## config.mk

```make
export PLATFORM = sky130hd
export DESIGN_NAME = tlbx_unit
export DESIGN_NICKNAME = d
export VERILOG_FILES = /design/src/rtl/tlbx_pkg.sv /design/src/rtl/tlbx_rst_sync.sv /design/src/rtl/tlbx_store.sv /design/src/rtl/tlbx_match.sv /design/src/rtl/tlbx_lfsr.sv /design/src/rtl/tlbx_unit.sv
export SDC_FILE = /design/constraint.sdc
export NUM_CORES = 2
export LEC_CHECK = 0
export ABC_AREA = 0
export BUFFER_PORTS_ARGS = -buffer_cell sky130_fd_sc_hd__clkbuf_2
export CORE_AREA = 5 5 584 470
export CTS_BUF_LIST = sky130_fd_sc_hd__clkbuf_16
export CTS_CLUSTER_SIZE = 25
export DETAILED_ROUTE_END_ITERATION = 12
export DIE_AREA = 0 0 589 475
export MAX_ROUTING_LAYER = met4
export PLACE_DENSITY_LB_ADDON = 0.1
export SETUP_SLACK_MARGIN = 0.15
export SLEW_MARGIN = 15
export SYNTH_ARGS = -nofsm -noshare
export SYNTH_HDL_FRONTEND = slang
export SYNTH_SLANG_ARGS = --single-unit
```

## constraint.sdc

```tcl
create_clock -name clk -period 106.7 [get_ports clk]
set_input_delay 5.335 -clock clk [delete_from_list [all_inputs] [get_ports clk]]
set_output_delay 5.335 -clock clk [all_outputs]
set_load 0.1 [all_outputs]
```

## src/rtl/tlbx_pkg.sv

```systemverilog
package tlbx_pkg;
  // access kind codes, also stored in the cause register
  typedef enum logic [1:0] {
    ACC_READ  = 2'd0,
    ACC_WRITE = 2'd1,
    ACC_EXEC  = 2'd2
  } acc_e;

  // attribute word flag positions
  localparam int unsigned AT_GLOBAL = 4;
  localparam int unsigned AT_VALID  = 3;
  localparam int unsigned AT_KERN   = 2;
  localparam int unsigned AT_WRITE  = 1;
  localparam int unsigned AT_EXEC   = 0;

  // configuration word enable positions
  localparam int unsigned CF_WRITE  = 19;
  localparam int unsigned CF_KERN   = 18;
  localparam int unsigned CF_EXEC   = 17;
  localparam int unsigned CF_VALID  = 16;

  // vector offsets from the unit's base
  localparam logic [3:0] VOFF_REFILL  = 4'd0;
  localparam logic [3:0] VOFF_INVALID = 4'd1;
  localparam logic [3:0] VOFF_PRIV    = 4'd2;
  localparam logic [3:0] VOFF_RIGHTS  = 4'd3;

  // cause register placement of the access kind
  localparam int unsigned CAUSE_ACC_LSB = 8;

  typedef struct packed {
    logic glob;
    logic valid;
    logic kern;
    logic wr;
    logic ex;
  } attr_t;

  typedef struct packed {
    logic wr;
    logic kern;
    logic ex;
    logic valid;
  } chk_en_t;
endpackage

```

## src/rtl/tlbx_rst_sync.sv

```systemverilog
module tlbx_rst_sync (
  input  logic clk,
  input  logic rst_n,
  output logic rst_n_sync
);
  logic meta_q;
  logic hold_q;

  always_ff @(posedge clk or negedge rst_n) begin
    if (!rst_n) begin
      meta_q <= 1'b0;
      hold_q <= 1'b0;
    end else begin
      meta_q <= 1'b1;
      hold_q <= meta_q;
    end
  end

  assign rst_n_sync = hold_q;
endmodule

```

## src/rtl/tlbx_store.sv

```systemverilog
module tlbx_store #(
  parameter int unsigned WAYS  = 4,
  parameter int unsigned SETS  = 16,
  parameter int unsigned WORD  = 32,
  localparam int unsigned IDX_W = $clog2(SETS),
  localparam int unsigned WAY_W = $clog2(WAYS)
) (
  input  logic                       clk,
  input  logic                       rst_n,
  input  logic                       wr_en,
  input  logic [WAY_W-1:0]           wr_way,
  input  logic [IDX_W-1:0]           wr_idx,
  input  logic [WORD-1:0]            wr_hi,
  input  logic [WORD-1:0]            wr_lo,
  input  logic [IDX_W-1:0]           rd_idx,
  output logic [WAYS-1:0][WORD-1:0]  rd_hi,
  output logic [WAYS-1:0][WORD-1:0]  rd_lo
);
  logic [WORD-1:0] hi_q [WAYS][SETS];
  logic [WORD-1:0] lo_q [WAYS][SETS];

  for (genvar w = 0; w < WAYS; w++) begin : g_way
    for (genvar s = 0; s < SETS; s++) begin : g_slot
      logic load_en;
      assign load_en = wr_en && (wr_way == WAY_W'(w)) && (wr_idx == IDX_W'(s));

      always_ff @(posedge clk or negedge rst_n) begin
        if (!rst_n) begin
          hi_q[w][s] <= '0;
          lo_q[w][s] <= '0;
        end else if (load_en) begin
          hi_q[w][s] <= wr_hi;
          lo_q[w][s] <= wr_lo;
        end
      end
    end

    assign rd_hi[w] = hi_q[w][rd_idx];
    assign rd_lo[w] = lo_q[w][rd_idx];
  end
endmodule

```

## src/rtl/tlbx_match.sv

```systemverilog
module tlbx_match
  import tlbx_pkg::*;
#(
  parameter int unsigned WAYS      = 4,
  parameter int unsigned PAGE_BITS = 13,
  parameter int unsigned PID_W     = 8,
  parameter bit          IS_INSTR  = 1'b0,
  localparam int unsigned WAY_W    = $clog2(WAYS),
  localparam int unsigned VPN_W    = 32 - PAGE_BITS
) (
  input  logic [WAYS-1:0][31:0] rd_hi,
  input  logic [WAYS-1:0][31:0] rd_lo,
  input  logic [VPN_W-1:0]      vpn,
  input  logic [PID_W-1:0]      pid,
  input  acc_e                  acc,
  input  logic                  user,
  input  chk_en_t               chk,
  output logic                  hit_any,
  output logic [WAY_W-1:0]      hit_way,
  output logic                  ok,
  output logic [VPN_W-1:0]      pfn,
  output logic                  perm_r,
  output logic                  perm_w,
  output logic                  perm_x,
  output logic [3:0]            vec
);
  localparam logic [3:0] BASE = IS_INSTR ? 4'd4 : 4'd8;

  logic [WAYS-1:0] way_hit;
  attr_t           attr_w [WAYS];

  for (genvar w = 0; w < WAYS; w++) begin : g_cmp
    logic tag_eq;
    logic pid_eq;
    assign attr_w[w] = '{glob:  rd_lo[w][AT_GLOBAL],
                         valid: rd_lo[w][AT_VALID],
                         kern:  rd_lo[w][AT_KERN],
                         wr:    rd_lo[w][AT_WRITE],
                         ex:    rd_lo[w][AT_EXEC]};
    assign tag_eq     = (rd_hi[w][31:PAGE_BITS] == vpn);
    assign pid_eq     = (rd_hi[w][PID_W-1:0] == pid);
    assign way_hit[w] = tag_eq && (attr_w[w].glob || pid_eq);
  end

  // lowest index wins
  always_comb begin
    hit_any = 1'b0;
    hit_way = '0;
    for (int w = 0; w < WAYS; w++) begin
      if (way_hit[w] && !hit_any) begin
        hit_any = 1'b1;
        hit_way = WAY_W'(w);
      end
    end
  end

  attr_t            sel_attr;
  logic [VPN_W-1:0] sel_pfn;
  always_comb begin
    sel_attr = attr_w[hit_way];
    sel_pfn  = rd_lo[hit_way][31:PAGE_BITS];
  end

  // ranked fault classification
  always_comb begin
    ok  = 1'b0;
    vec = BASE + VOFF_REFILL;
    if (!hit_any) begin
      vec = BASE + VOFF_REFILL;
    end else if (chk.kern && sel_attr.kern && user) begin
      vec = BASE + VOFF_PRIV;
    end else if ((acc == ACC_WRITE) && chk.wr && !sel_attr.wr) begin
      vec = BASE + VOFF_RIGHTS;
    end else if ((acc == ACC_EXEC) && chk.ex && !sel_attr.ex) begin
      vec = BASE + VOFF_RIGHTS;
    end else if (chk.valid && !sel_attr.valid) begin
      vec = BASE + VOFF_INVALID;
    end else begin
      ok  = 1'b1;
      vec = BASE;
    end
  end

  always_comb begin
    perm_r = ok;
    perm_w = ok && sel_attr.wr;
    perm_x = ok && IS_INSTR && (chk.ex || sel_attr.ex);
    pfn    = ok ? sel_pfn : '0;
  end

  logic unused_bits;
  assign unused_bits = ^{rd_hi, rd_lo};
endmodule

```

## src/rtl/tlbx_lfsr.sv

```systemverilog
module tlbx_lfsr #(
  parameter int unsigned    W    = 16,
  parameter logic [W-1:0]   SEED = 16'hCCCC,
  parameter logic [W-1:0]   TAPS = 16'h8805
) (
  input  logic         clk,
  input  logic         rst_n,
  input  logic         step,
  output logic [W-1:0] state
);
  logic [W-1:0] state_q;
  logic [W-1:0] state_d;

  always_comb begin
    state_d = state_q;
    if (step) begin
      state_d = {^(state_q & TAPS), state_q[W-1:1]};
    end
  end

  always_ff @(posedge clk or negedge rst_n) begin
    if (!rst_n) state_q <= SEED;
    else        state_q <= state_d;
  end

  assign state = state_q;
endmodule

```

## src/rtl/tlbx_unit.sv

```systemverilog
module tlbx_unit
  import tlbx_pkg::*;
#(
  parameter int unsigned WAYS      = 4,
  parameter int unsigned SETS      = 16,
  parameter int unsigned PAGE_BITS = 13,
  parameter int unsigned PID_W     = 8,
  parameter int unsigned RND_W     = 16,
  parameter bit          IS_INSTR  = 1'b0,
  localparam int unsigned IDX_W    = $clog2(SETS),
  localparam int unsigned WAY_W    = $clog2(WAYS),
  localparam int unsigned VPN_W    = 32 - PAGE_BITS
) (
  input  logic             clk,
  input  logic             rst_n,
  input  logic             wr_en,
  input  logic [WAY_W-1:0] wr_way,
  input  logic [IDX_W-1:0] wr_idx,
  input  logic [31:0]      wr_hi,
  input  logic [31:0]      wr_lo,
  input  logic [31:0]      cfg,
  input  logic             lk_valid,
  input  logic [31:0]      lk_vaddr,
  input  logic [PID_W-1:0] lk_pid,
  input  logic [1:0]       lk_acc,
  input  logic             lk_user,
  input  logic             lk_debug,
  output logic             xl_ok,
  output logic [VPN_W-1:0] xl_pfn,
  output logic             xl_perm_r,
  output logic             xl_perm_w,
  output logic             xl_perm_x,
  output logic [3:0]       xl_vec,
  output logic [RND_W-1:0] rf_lfsr,
  output logic [31:0]      rf_sel,
  output logic [31:0]      rf_cause
);
  logic rst_sn;
  tlbx_rst_sync u_rst (.clk(clk), .rst_n(rst_n), .rst_n_sync(rst_sn));

  logic [VPN_W-1:0] vpn;
  logic [IDX_W-1:0] idx;
  assign vpn = lk_vaddr[31:PAGE_BITS];
  assign idx = vpn[IDX_W-1:0];

  logic [WAYS-1:0][31:0] rd_hi;
  logic [WAYS-1:0][31:0] rd_lo;

  tlbx_store #(.WAYS(WAYS), .SETS(SETS), .WORD(32)) u_store (
    .clk(clk), .rst_n(rst_sn),
    .wr_en(wr_en), .wr_way(wr_way), .wr_idx(wr_idx),
    .wr_hi(wr_hi), .wr_lo(wr_lo),
    .rd_idx(idx), .rd_hi(rd_hi), .rd_lo(rd_lo)
  );

  chk_en_t chk;
  assign chk = '{wr: cfg[CF_WRITE], kern: cfg[CF_KERN],
                 ex: cfg[CF_EXEC],  valid: cfg[CF_VALID]};

  logic             hit_any;
  logic [WAY_W-1:0] hit_way;

  tlbx_match #(.WAYS(WAYS), .PAGE_BITS(PAGE_BITS), .PID_W(PID_W),
               .IS_INSTR(IS_INSTR)) u_match (
    .rd_hi(rd_hi), .rd_lo(rd_lo), .vpn(vpn), .pid(lk_pid),
    .acc(acc_e'(lk_acc)), .user(lk_user), .chk(chk),
    .hit_any(hit_any), .hit_way(hit_way), .ok(xl_ok), .pfn(xl_pfn),
    .perm_r(xl_perm_r), .perm_w(xl_perm_w), .perm_x(xl_perm_x),
    .vec(xl_vec)
  );

  logic fault_ev;
  assign fault_ev = lk_valid && !xl_ok && !lk_debug;

  tlbx_lfsr #(.W(RND_W)) u_rnd (
    .clk(clk), .rst_n(rst_sn), .step(fault_ev), .state(rf_lfsr)
  );

  // fault capture registers
  logic [31:0] sel_q, sel_d;
  logic [31:0] cause_q, cause_d;

  always_comb begin
    sel_d                  = '0;
    sel_d[IDX_W-1:0]       = idx;
    sel_d[IDX_W +: WAY_W]  = hit_any ? hit_way : rf_lfsr[WAY_W-1:0];
  end

  always_comb begin
    cause_d                       = cause_q;
    cause_d[PID_W-1:0]            = lk_pid;
    cause_d[CAUSE_ACC_LSB +: 2]   = lk_acc;
    cause_d[31:PAGE_BITS]         = vpn;
  end

  always_ff @(posedge clk or negedge rst_sn) begin
    if (!rst_sn) begin
      sel_q   <= '0;
      cause_q <= '0;
    end else if (fault_ev) begin
      sel_q   <= sel_d;
      cause_q <= cause_d;
    end
  end

  assign rf_sel   = sel_q;
  assign rf_cause = cause_q;

  logic unused_cfg;
  assign unused_cfg = ^{cfg[31:20], cfg[15:0], lk_vaddr[PAGE_BITS-1:0]};
endmodule

```

==> results.ini <==
[synthesis]
ys_types = 95
ys_warn_count = 0
synthFlopType = dfrtp_1
synth_edf_count = 0
synth_area_sq_um = 152000
synth_top_area_frac = 0.545
synth_area_leader_cell = dfrtp_1
syn_area_per_cell_sq_um = 15.7
yosys-top-cells-count = mux2_2, dfrtp_1, mux4_2
synth_seq_cells = 3313
post-synth-top-count-cell = mux2_2
syn_inst = 9675
seq_area_frac_synth = 0.546
synth_area_leaders = dfrtp_1, mux2_2, mux4_2
async_flop_share = 1.00

[drt]
firstDrtPassIters = 5
ant_nets = 0
routed_wl_microns = 435000
viasPerCell = 6.60
num_vias = 87200
post_drt_wl_per_cell_microns = 32.9
first_iter_violations = 7435
drcViolationCount = 0

[clock_network]
htree_levels = 5
postCtsSetupRepairBufs = 0
cts_resized = 0
clk_pin_slew_worst_paths_ns = 0.06
cts-root-buf = clkbuf_16
clkLatencyLatePin_ns = 0.88
cts-buffers-inserted = 337
clock_path_buffers = 4
cts_tree = built
clock-sinks = 3313
holdBufCountCts = 0

[sta]
layout_min_cycle_time_ns = 21.83
maxSlewViolCount = 0
timing.fmax_mhz = 45.8
skew_ns = 0.0444
fin_tns_setup_ns = 0
tightest_slew_ns = 1.21
hold_viol = 0
worst_slack_ns = 84.87
setup_viol = 0
grt_setup_unrepaired = false
slew_headroom = 0.194
finalCritPeriodShare = 0.205

[place]
place.gp.congestion = 0.830
portBuffers = 170
place_area_sq_um = 155000
dp_hpwl_microns = 252000
pre_cts_ws_ns = 84.96

[pwr]
power_density_nw_per_um2 = 18.8
power_mw = 3.11
ir_drop_uv = 14.4
leakage_nw = 78.4

[global_route]
antenna_found_initial = 20
grt_pass1_vias = 90900
grt_overflow_total = 0
grt_usage = 0.322
grt_start_max_net_pins = 174
grt_pass1_wl_microns = 641000

[flow_run]
drv_cap = 0

[critical_path]
criticalPathCategory = input port to output pin
reg2reg_depth = 15
cp.required_ns = 101.37
critPathCaptureType = output pin
crit_fanout = 97
cp-start-kind = input port
cp.arrival_ns = 16.49

[layout]
area_growth_pct = 8.82
design_area_sq_um = 165000
drive_gt1_frac = 0.524
fillers = 19700
fin_nets = 9561

[die]
ioPinCount = 257
die_y_microns = 475
rows = 170
start_util = 0.568
dieArea_sq_um = 280000
die_w_microns = 589
core_sq_um = 268000

[run_status]
status = completed

[worst_hold_path]
hold_class = flip-flop to async pin

## layout by cell type (no fill, tap or decap), types with 11 or more instances in the layout
cell	Yosys	layout
mux2_2	3326	3326
dfrtp_1	3305	3304
mux4_2	749	749
clkbuf_16	0	347
mux2i_1	286	286
buf_4	70	219
clkbuf_2	1	143
nand2_1	147	102
inv_1	18	88
xnor2_1	83	83
clkinv_1	3	82
a22oi_1	65	65
clkinv_2	0	56
nor2_1	69	47
a211oi_1	46	45
nand2_4	0	44
o22ai_1	39	39
o21ai_0	39	39
mux2_4	39	39
xor2_1	38	37
nor2b_1	35	33
nor3_1	33	33
conb_1	2	33
a21oi_1	32	32
a221oi_1	30	30
nand3_1	25	25
nor2_4	0	23
bufinv_16	0	23
buf_2	95	22
mux4_1	21	21
nand2b_1	17	17
nand4_1	12	12
o211ai_1	12	12
nor4_1	12	11
## worst paths after layout
| kind | slack [ns] | startpoint | to |
|---|---|---|---|
| max in group asynchronous | 100.61 | u_rst.rst_n_sync | u_store.lo_q[1627] |
| worst max register to register | 99.44 | u_store.hi_q[495] | u_rnd.state[4] |
| worst min-delay path | 0.29 | u_rst.rst_n_sync | u_store.hi_q[1941] |
| worst max-delay path | 84.87 | lk_vaddr[13] | xl_pfn[16] |
| worst min register to register | 0.29 | u_rst.rst_n_sync | u_store.hi_q[1941] |
| min in group clk | 0.35 | u_rst.meta_q | u_rst.rst_n_sync |
## registers in the layout, summed over array words and instances (netlist names)
name and flops:
u_store.lo_q 1536, u_rst.meta_q 1, u_store.hi_q 1728, u_rst.rst_n_sync 1
rf_sel 2, rf_cause 29, u_rnd.state 16
## logic make-up (layout without fill, tap and decap cells)
| family | after synthesis | count (layout) | synth area share |
|---|---|---|---|
| AND/OR/NAND/NOR | 400 | 400 | 0.0129 |
| XOR/XNOR | 121 | 121 | 0.00698 |
| other | 2 | 42 | 0.0000494 |
| flip-flops | 3313 | 3313 | 0.546 |
| buffers and inverters | 1053 | 1010 | 0.0321 |
| AO/OA/AOI/OAI | 365 | 365 | 0.0180 |
| multiplexers | 4421 | 4421 | 0.384 |
## worst max-delay path, stage by stage
cell      delay [ns]
buf_8           0.40
buf_4           0.59
buf_4           0.80
buf_12          0.57
buf_4           0.86
buf_4           0.68
mux4_2          0.59
mux2i_1         0.18
xor2_1          0.21
nand4_1         0.17
a22oi_1         0.92
o2111a_1        0.72
a221o_2         0.20
buf_4           0.36
mux2i_1         0.23
mux2i_1         0.12
a21oi_1         0.94
nand2_2         0.42
buf_4           0.38
a211oi_1        0.66
clkbuf_2        0.58
## stage by stage
| stage | util | cells | hold slack, ns |
|---|---|---|---|
| 2_1_floorplan | - | 9706 | 0.331 |
| 3_3_place_gp | 0.579 | 12600 | 0.312 |
| 3_5_place_dp | 0.579 | 12600 | 0.329 |
| 4_1_cts | 0.617 | 13200 | 0.310 |
| 5_1_grt | 0.618 | 13200 | 0.350 |
| 6_report | 0.618 | 13200 | 0.287 |
## where the power goes
part           switching [mW]  leakage (nW)  internal (mW)
Clock                   0.496          5.38          0.642
Combinational           0.222          29.1          0.234
Sequential             0.0857          43.9           1.43
## layer usage
| layer | up-vias | wire (microns) | GRT usage |
|---|---|---|---|
| li1 | 35300 | - | - |
| met1 | 48300 | 193000 | 0.466 |
| met2 | 2914 | 197000 | 0.472 |
| met3 | 660 | 32300 | 0.0625 |
| met4 | 0 | 13300 | 0.0860 |
| met5 | - | 0 | - |
## layout make-up
cell class,instances,area (sq um),share of cell area
antenna,9,22.5,0.000136
clock inverter,244,1690,0.0102
inverter,22,92.6,0.000560
timing repair buffer,397,2710,0.0164
sequential,3313,82900,0.502
tap,3526,4410,0.0267
clock buffer,347,8680,0.0525
multi-input combinational,5340,64700,0.392
No activity file was read; power rests on OpenSTA's default activity.
